`src/rtl/inrush_start_pkg.sv`:
```
package inrush_start_pkg;

    typedef enum logic [1:0] {
        MODE_OFF    = 2'b00,
        MODE_MANUAL = 2'b01,
        MODE_SEMI   = 2'b10,
        MODE_AUTO   = 2'b11
    } op_mode_e;

    typedef enum logic [1:0] {
        ST_IDLE    = 2'b00,
        ST_WINDOW  = 2'b01,
        ST_POWERED = 2'b10,
        ST_COOL    = 2'b11
    } port_state_e;

    typedef struct packed {
        logic done;
        logic fault;
        logic off;
        logic cool;
        logic restart;
    } port_flags_s;

    // Window length in ticks for a start code; the reserved code folds onto nominal.
    function automatic int unsigned window_ticks(
        input logic [1:0] code,
        input int unsigned short_t,
        input int unsigned nom_t,
        input int unsigned long_t
    );
        case (code)
            2'b01:   return short_t;
            2'b10:   return long_t;
            default: return nom_t;
        endcase
    endfunction

    function automatic int unsigned max3(input int unsigned a, input int unsigned b,
                                         input int unsigned c);
        int unsigned m;
        m = (a > b) ? a : b;
        return (m > c) ? m : c;
    endfunction

endpackage

```
`src/rtl/span_counter.sv`:
```
module span_counter #(
    parameter int CNT_W = 10
) (
    input  logic             clk,
    input  logic             rst,
    input  logic             run,
    input  logic             clear,
    input  logic             tick,
    input  logic [CNT_W-1:0] limit,
    output logic             last
);
    logic [CNT_W-1:0] cnt_q;

    always_ff @(posedge clk) begin
        if (rst || clear) begin
            cnt_q <= '0;
        end else if (run && tick) begin
            cnt_q <= cnt_q + 1'b1;
        end
    end

    assign last = run && tick && (cnt_q == limit - 1'b1);

    // a running span never counts past its limit
    assert_cnt_bound_R2: assert property (@(posedge clk) disable iff (rst)
        (run && !clear) |-> (cnt_q < limit));

endmodule

```
`src/rtl/inrush_port.sv`:
```
module inrush_port
    import inrush_start_pkg::*;
#(
    parameter int CNT_W       = 10,
    parameter int WIN_SHORT   = 30,
    parameter int WIN_NOM     = 60,
    parameter int WIN_LONG    = 120,
    parameter int COOL_TICKS  = 1000
) (
    input  logic        clk,
    input  logic        rst,
    input  logic        tick,
    input  logic [1:0]  mode,
    input  logic [1:0]  start_code,
    input  logic        turn_on,
    input  logic        turn_off,
    input  logic        inrush_lim,
    input  logic        class_en,
    input  logic        det_en,
    output port_flags_s flags
);
    localparam logic [CNT_W-1:0] COOL_LIM = CNT_W'(COOL_TICKS);

    port_state_e      state_q, state_d;
    logic [CNT_W-1:0] win_q;
    logic [CNT_W-1:0] limit;
    logic             fault_d, fault_q;
    logic             restart_d, restart_q;
    logic             run, clear, last;
    logic             semi_ok;

    assign semi_ok = (op_mode_e'(mode) == MODE_SEMI) && class_en && det_en;

    always_comb begin
        state_d   = state_q;
        fault_d   = 1'b0;
        restart_d = 1'b0;
        case (state_q)
            ST_IDLE: begin
                if (turn_on) state_d = ST_WINDOW;
            end
            ST_WINDOW: begin
                if (turn_off) begin
                    state_d = ST_IDLE;
                end else if (last) begin
                    if (inrush_lim) begin
                        state_d = ST_COOL;
                        fault_d = 1'b1;
                    end else begin
                        state_d = ST_POWERED;
                    end
                end
            end
            ST_POWERED: begin
                if (turn_off) state_d = ST_IDLE;
            end
            ST_COOL: begin
                if (last) begin
                    state_d   = ST_IDLE;
                    restart_d = semi_ok;
                end
            end
            default: state_d = ST_IDLE;
        endcase
    end

    always_ff @(posedge clk) begin
        if (rst) begin
            state_q   <= ST_IDLE;
            win_q     <= CNT_W'(WIN_NOM);
            fault_q   <= 1'b0;
            restart_q <= 1'b0;
        end else begin
            state_q   <= state_d;
            fault_q   <= fault_d;
            restart_q <= restart_d;
            if (state_q == ST_IDLE && turn_on) begin
                win_q <= CNT_W'(window_ticks(start_code, WIN_SHORT, WIN_NOM, WIN_LONG));
            end
        end
    end

    assign run   = (state_q == ST_WINDOW) || (state_q == ST_COOL);
    assign clear = !run || (state_d != state_q);
    assign limit = (state_q == ST_COOL) ? COOL_LIM : win_q;

    span_counter #(.CNT_W(CNT_W)) u_span (
        .clk   (clk),
        .rst   (rst),
        .run   (run),
        .clear (clear),
        .tick  (tick),
        .limit (limit),
        .last  (last)
    );

    assign flags.done    = (state_q == ST_POWERED);
    assign flags.fault   = fault_q;
    assign flags.off     = fault_q;
    assign flags.cool    = (state_q == ST_COOL);
    assign flags.restart = restart_q;

    // a start fault always lands in cool-down
    assert_fault_cools_R3: assert property (@(posedge clk) disable iff (rst)
        flags.fault |-> flags.cool);

    // restart only after the semi-auto gate was open
    assert_restart_gate_R7: assert property (@(posedge clk) disable iff (rst)
        flags.restart |-> $past(semi_ok));

    // turn-on during cool-down without a tick keeps the port cooling
    assert_cool_holds_R6: assert property (@(posedge clk) disable iff (rst)
        (flags.cool && turn_on && !tick) |=> (flags.cool && !flags.done));

    // start-done rises only on a tick with the limit released
    assert_pass_clean_R8: assert property (@(posedge clk) disable iff (rst)
        $rose(flags.done) |-> $past(tick && !inrush_lim));

endmodule

```
`src/rtl/inrush_start_timer.sv`:
```
module inrush_start_timer
    import inrush_start_pkg::*;
#(
    parameter int NUM_PORTS  = 4,
    parameter int WIN_SHORT  = 30,
    parameter int WIN_NOM    = 60,
    parameter int WIN_LONG   = 120,
    parameter int COOL_TICKS = 1000
) (
    input  logic                 clk,
    input  logic                 rst,
    input  logic                 tick,
    input  logic [1:0]           mode,
    input  logic [1:0]           start_code,
    input  logic [NUM_PORTS-1:0] turn_on,
    input  logic [NUM_PORTS-1:0] turn_off,
    input  logic [NUM_PORTS-1:0] inrush_lim,
    input  logic [NUM_PORTS-1:0] class_en,
    input  logic [NUM_PORTS-1:0] det_en,
    output logic [NUM_PORTS-1:0] start_done,
    output logic [NUM_PORTS-1:0] start_fault,
    output logic [NUM_PORTS-1:0] port_off,
    output logic [NUM_PORTS-1:0] cool_busy,
    output logic [NUM_PORTS-1:0] det_restart
);
    localparam int MAX_SPAN = (max3(WIN_SHORT, WIN_NOM, WIN_LONG) > COOL_TICKS)
                              ? max3(WIN_SHORT, WIN_NOM, WIN_LONG) : COOL_TICKS;
    localparam int CNT_W    = $clog2(MAX_SPAN + 1);

    for (genvar p = 0; p < NUM_PORTS; p++) begin : g_port
        port_flags_s fl;

        inrush_port #(
            .CNT_W      (CNT_W),
            .WIN_SHORT  (WIN_SHORT),
            .WIN_NOM    (WIN_NOM),
            .WIN_LONG   (WIN_LONG),
            .COOL_TICKS (COOL_TICKS)
        ) u_port (
            .clk        (clk),
            .rst        (rst),
            .tick       (tick),
            .mode       (mode),
            .start_code (start_code),
            .turn_on    (turn_on[p]),
            .turn_off   (turn_off[p]),
            .inrush_lim (inrush_lim[p]),
            .class_en   (class_en[p]),
            .det_en     (det_en[p]),
            .flags      (fl)
        );

        assign start_done[p]  = fl.done;
        assign start_fault[p] = fl.fault;
        assign port_off[p]    = fl.off;
        assign cool_busy[p]   = fl.cool;
        assign det_restart[p] = fl.restart;
    end

endmodule

```
`config.mk`:
```
export PLATFORM = sky130hd
export DESIGN_NAME = inrush_start_timer
export DESIGN_NICKNAME = d
export VERILOG_FILES = /design/src/rtl/inrush_start_pkg.sv /design/src/rtl/span_counter.sv /design/src/rtl/inrush_port.sv /design/src/rtl/inrush_start_timer.sv
export SDC_FILE = /design/constraint.sdc
export NUM_CORES = 1
export LEC_CHECK = 0
export ABC_AREA = 1
export BUFFER_PORTS_ARGS = -buffer_cell sky130_fd_sc_hd__buf_2
export CAP_MARGIN = 15
export CORE_ASPECT_RATIO = 0.5
export CORE_MARGIN = 2
export CORE_UTILIZATION = 52
export CTS_CLUSTER_DIAMETER = 150
export DETAILED_ROUTE_END_ITERATION = 6
export PLACE_DENSITY = 0.75
export SETUP_SLACK_MARGIN = 0.15
export SYNTH_ARGS = -nofsm -noshare
export SYNTH_HDL_FRONTEND = slang
export SYNTH_SLANG_ARGS = --single-unit
```
`constraint.sdc`:
```
create_clock -name clk -period 1.85 [get_ports clk]
set_input_delay 0.0925 -clock clk [delete_from_list [all_inputs] [get_ports clk]]
set_output_delay 0.0925 -clock clk [all_outputs]
set_load 0.02 [all_outputs]
```
# Word-level counts from Yosys, hierarchy flattened

Index checks and enable logic that the tools add are counted.

Register bits: 96
Output and inout bits: 20
Logic and storage cells: 148

Add/sub/neg operators: 8
Equal/unequal tests: 23
Muxes and demuxes: 37
Bitwise operators: 12
Reduce and logical (&&, ||, !) cells: 48

Operators with widths:

| kind                                                | count |
|---|---|
| adder 10 x 1 -> 10 bit (second input constant)      | 4 |
| == test 10 bit                                      | 4 |
| two-way mux 10 bit                                  | 4 |
| two-way mux 2 bit                                   | 20 |
| subtractor 10 x 1 -> 10 bit (second input constant) | 4 |
| case mux 2 bit (4 select lines)                     | 4 |
| == test 2 bit (second input constant)               | 10 |
| logical AND 1 bit                                   | 20 |
| OR reduction 4 bit                                  | 4 |
| case mux 7 bit (2 select lines)                     | 1 |
| logical OR 1 bit                                    | 12 |
| inverter 1 bit                                      | 12 |
| OR reduction 3 bit                                  | 4 |
| == test 2 x 1 -> 1 bit (second input constant)      | 5 |
| zero test 2 bit                                     | 4 |
| two-way mux 1 bit                                   | 8 |
| inequality test 2 bit                               | 4 |
| zero test 1 bit                                     | 4 |

# Depth between registers and ports, before layout

Depth after elaboration: 11
Gate-level depth with buffers: 16
Depth with buffers taken out: 15

# Hierarchy

From an unflattened synthesis, not the netlist that was laid out.

Cells, all modules: 815
Area, all modules: 5167.5 µm²

Modules (own cells, without submodules):

| module                                      | instances | cells an instance | area an instance (µm²) | sequential area each (µm²) |
|---|---|---|---|---|
| span_counter at g_port[0].u_port.u_span ... | 3         | 140               | 850.8                  | 200.2 |
| inrush_port                                 | 4         | 64                | 434.2                  | 160.2 |
| span_counter at g_port[3].u_port.u_span     | 1         | 139               | 878.3                  | 200.2 |

# Worst setup path before layout

OpenSTA, ideal clock, no wires.

Kind: reg-to-reg
Start point: register g_port[0].u_port.state_q[0]
End point: register g_port[0].u_port.u_span.cnt_q[0]
Setup time: 117 ps
Arrival: 1771 ps
Slack: -38 ps
Cell stages (with the launch flop): 17
Buffers on the path: 1
Period minus slack after synthesis: 1888 ps
Path through: dfxtp_1 buf_4 nand2_4 nand2_1 ha_1 inv_1 nand2_1 nand2_1 nand3_1 nor2_1 nand3_1 nand2_1 nand2_1 nand2_1 nand2_1 nand3_2 nor2_1

Cells in the longest elaborated chain, start to end: 11
Elaborated cells on any way between the ends: 20
Classes of those cells: add/sub: 1; eq/ne: 5; mux: 7; reduce/logical: 7

RTL lines:

| element                         | line                                                    | RTL |
|---|---|---|
| start: declaration              | inrush_port.sv:24                                       | `port_state_e state_q, state_d;` |
| start signal: assignment        | inrush_port.sv:74                                       | `state_q <= state_d;` |
| == test 2 bit                   | inrush_port.sv:38, inrush_port.sv:83, inrush_port.sv:85 |  |
| two-way mux 10 bit              | inrush_port.sv:85                                       | `assign limit = (state_q == ST_COOL) ? COOL_LIM : win_q;` |
| subtractor 10 x 1 -> 10 bit     | span_counter.sv:22                                      | `assign last = run && tick && (cnt_q == limit - 1'b1);` |
| == test 10 bit                  | span_counter.sv:22                                      |  |
| logical AND 1 bit               | span_counter.sv:22                                      |  |
| two-way mux 2 bit               | inrush_port.sv:45                                       | `end else if (last) begin` |
| two-way mux 2 bit               | inrush_port.sv:43                                       | `if (turn_off) begin` |
| case mux 2 bit (4 select lines) | inrush_port.sv:38                                       | `case (state_q)` |
| inequality test 2 bit           | inrush_port.sv:84                                       | `assign clear = !run \|\| (state_d != state_q);` |
| logical OR 1 bit                | inrush_port.sv:84                                       |  |
| logical OR 1 bit                | span_counter.sv:15                                      | `if (rst \|\| clear) begin` |
| end signal: assignment          | span_counter.sv:18                                      | `cnt_q <= cnt_q + 1'b1;` |
| end: declaration                | span_counter.sv:12                                      | `logic [CNT_W-1:0] cnt_q;` |

Several ways; a longest one is shown, not always the timed one.
A chain may end at the register's enable or synchronous reset.

# Worst setup path in the final report

Start point: register g_port[0].u_port.state_q[1]
End point: register g_port[0].u_port.u_span.cnt_q[1]

The elaborated chain is that of the path after synthesis.

==> flow_summary.ini <==
[routing]
route.detailed.vias_per_inst = 5.012
drt_iter0_drc = 202
wl_mm = 9.084
drt_pre_antenna_iters = 5
wl_per_cell_um = 13.09
detailroute.via_count = 3478
ant_nets = 0
drcViolationCount = 0

[logic_synthesis]
netlist_instances = 514
synth_sequential_area_ratio = 0.3772
dominant_combinational_cell_family_by_area_after_synthesis = simple AND/OR/NAND/NOR gates
proportion_of_synthesized_area_in_mux_cells = 0.002620
yosysWarnings = 0
synth_compound_area_frac = 0.05730
postSynthAreaPerCell_um2 = 7.434
synthesis.nets = 549
synth-xor-area-share = 0.1071
ys_seq_elements = 72
synth_adder_area_share = 0.02620
yosys.area_share.simple = 0.3294
post_synth_instance_area_um2 = 3821
synthDistinctLibCells = 33

[cts]
clk_latency_ps = 340
clock_path_buffers = 2
cts.sink_count = 72
root_buffer = clkbuf_16
cts_tree = yes
cts_made_buffers = 9
htree_levels = 3
clk_pin_slew_ps = 50

[timing]
worst_slack_ps = -30.97
fin_worst_hold_slack_ps = 17.76
timing.final.crit_share = 1.017
maxClockFrequency_ghz = 0.5316
grt_setup_unrepaired = true
clock_skew_ps = 5.218
hold_violations = 0
tightestPinTransition_ps = 508.6
maxSlewViolCount = 0
relSlewSlack = 0.6574
setup_violations = 1
period_needed_ps = 1881

[finish]
commonest_cells_after_routing_fill_and_taps_aside = nand2_1 (73), inv_1 (65), dfxtp_1 (63), nor2_1 (58), buf_2 (46)
final_common_cell = nand2_1
antennaDiodeCount = 0
areaGrowthSynthToFinish_pct = 33.01
number_of_fill_cells_in_the_layout = 517
finalInstanceArea_um2 = 5082
nNetsFinal = 629
drive_above_1_share = 0.3478
finalCoreUtilization = 0.7047

[pwr]
irDropWorstVdd_mv = 0.5282
power.static_leakage_nw = 2.198
power_mw = 3.763
power_per_cell_area_nw_per_um2 = 740.4

[floorplan]
dieWidth_um = 125.2
die_height_um = 64.62
die_area_um2 = 8092
initial_utilization = 0.5298
floorplan.io_pins = 47
core_um2 = 7212
row_count = 22

[placed_design]
dpl.hpwl_mm = 5.681
placed_area_um2 = 4239
dpl_worst_slack_ps = -41.86
finalWeightedCongestion = 0.8835
placement.io_buffers = 46

[worst_setup_path]
cp.required_ps = 2110
ordered_list_of_cells_on_the_worst_path = nand2_4, nand2_4, ha_4, nand2_1, nand2_1, nand3_2, nor2_4, nand4_1, nand2_2, nand2_2, nand2_4, nand3_4, nor2_1
cpPeakStageDelay_ps = 330
regToRegSetupSlack_ps = -30
critPathMostFrequentCell = nand2_4
worstPathArrival_ps = 2140
setup.worst_path.start_class = register
critical_path.endpoint_type = register
critical-path-slowest-cell = dfxtp_2
timing.critical_path.fanout_max = 5
crit_type = register to register

[global_route]
grt_overflow = 0
grt_antenna_before_repair = 0
groute.usage.overall = 0.2282
wire_length_of_the_first_global_routing_pass_mm = 14.66
first_global_vias = 3277
pin_count_of_the_biggest_net_entering_global_routing = 13

[run_status]
violated_checks = negative setup slack
status = complete, but fails checks

[job]
max_cap_violations = 0

[min_path]
hold_class = input port to register
[critical path: cells and delay by family, from the launching register on]
kind	cells	cell delay (ps)
adders and majority gates	1	270
DFF	1	330
and+or+nand+nor	12	1190
[sequential cells by signal, summed over array words and instances (netlist names)]
name / flops
g_port.u_port.u_span.cnt_q: 40
g_port.u_port.fault_q: 4
g_port.u_port.win_q: 16
g_port.u_port.restart_q: 4
g_port.u_port.state_q: 8
[path summary, 6_finish.rpt]
path | to | cells past startpoint | from
setup / recovery | g_port[0].u_port.u_span.cnt_q[1]$_SDFFE_PP0P_ | 13 | g_port[0].u_port.state_q[1]$_SDFF_PP0_
hold / removal | g_port[1].u_port.restart_q$_SDFF_PP0_ | 3 | class_en[1]
setup reg to reg | g_port[0].u_port.u_span.cnt_q[1]$_SDFFE_PP0P_ | 13 | g_port[0].u_port.state_q[1]$_SDFF_PP0_
hold reg to reg | g_port[1].u_port.win_q[6]$_SDFFE_PP0P_ | 2 | g_port[1].u_port.win_q[6]$_SDFFE_PP0P_
[area by class of cell]
class / instances / area, um2 / area share
Clock buffer: 13 / 281.5 / 0.05539
Clock inverter: 2 / 35.03 / 0.006893
Inverter: 70 / 262.8 / 0.05170
Multi-Input combinational cell: 358 / 2397 / 0.4717
Sequential cell: 72 / 1455 / 0.2863
Tap cell: 96 / 120.1 / 0.02363
Timing Repair Buffer: 83 / 530.5 / 0.1044
[layer usage]
| metal | vias to the layer above | global-route usage | routed length [um] |
|---|---|---|---|
| met5 | - | 0 | 0 |
| met1 | 1631 | 0.2755 | 4080 |
| li1 | 1768 | - | - |
| met3 | 13 | 0.07349 | 478 |
| met4 | 0 | 0.07222 | 124 |
| met2 | 66 | 0.3927 | 4401 |
[power breakdown]
part | internal, mW | switching (mW)
Sequential | 1.58 | 0.0252
Combinational | 0.131 | 0.202
Clock | 1.19 | 0.634
[cell families (layout without fill, tap and decap cells)]
logic type               after synthesis  in the layout
AND/OR/NAND/NOR                      261            264
XOR/XNOR                              45             45
multiplexers                           1              1
adder cells (fa/ha/maj)                8              8
AO/OA/AOI/OAI                         40             40
flip-flops                            72             72
buffers and inverters                 87            168
[cell usage after synthesis]
cell       instances  area, um2
nor2_1            71      266.5
mux2i_1            1      10.01
nand2_1           92      345.3
dfxtp_1           72       1441
nand3_1           35      175.2
nand2_8            1      20.02
xnor2_1            7      61.31
or2_2              1      6.260
nor3_1            13      65.06
nand4_1            8      50.05
and2_4             1      8.760
nor2_4             2      22.52
o21ai_0           15      75.07
nor3_2             2      20.02
nor4_1             1      6.260
nand2_4            5      56.30
nand3_2            5      50.05
xor2_2             2      32.53
xor2_1            36      315.3
nand3b_1           1      7.510
inv_2              3      11.26
a21o_1             4      30.03
nand4_4            1      21.27
nand2_2            9      56.30
ha_1               8      100.1
a31oi_1            1      6.260
nor2_2            13      81.33
o21ai_2            1      8.760
clkbuf_1           2      7.510
o2111ai_1          1      8.760
buf_4             15      112.6
inv_1             67      251.5
a21oi_1           18      90.09
[metrics by stage]
step,setup TNS [ps],cells
2_1_floorplan,0,514
3_3_place_gp,0,655
3_5_place_dp,-372.7,655
4_1_cts,0,684
5_1_grt,-2616,694
6_report,-30.97,694
[repair_timing]
| item | 4_1_cts | 5_1_grt |
|---|---|---|
| pin swaps | 25 | 23 |
| endpoints found under the hold margin | 3 | 0 |
| buffers inserted | 8 | 10 |
| endpoints found under the setup margin | 42 | 53 |
| resized for setup | 26 | 55 |
| hold buffers | 3 | 0 |
| cloned | 3 | 0 |
No activity file was read; power rests on OpenSTA's default activity.
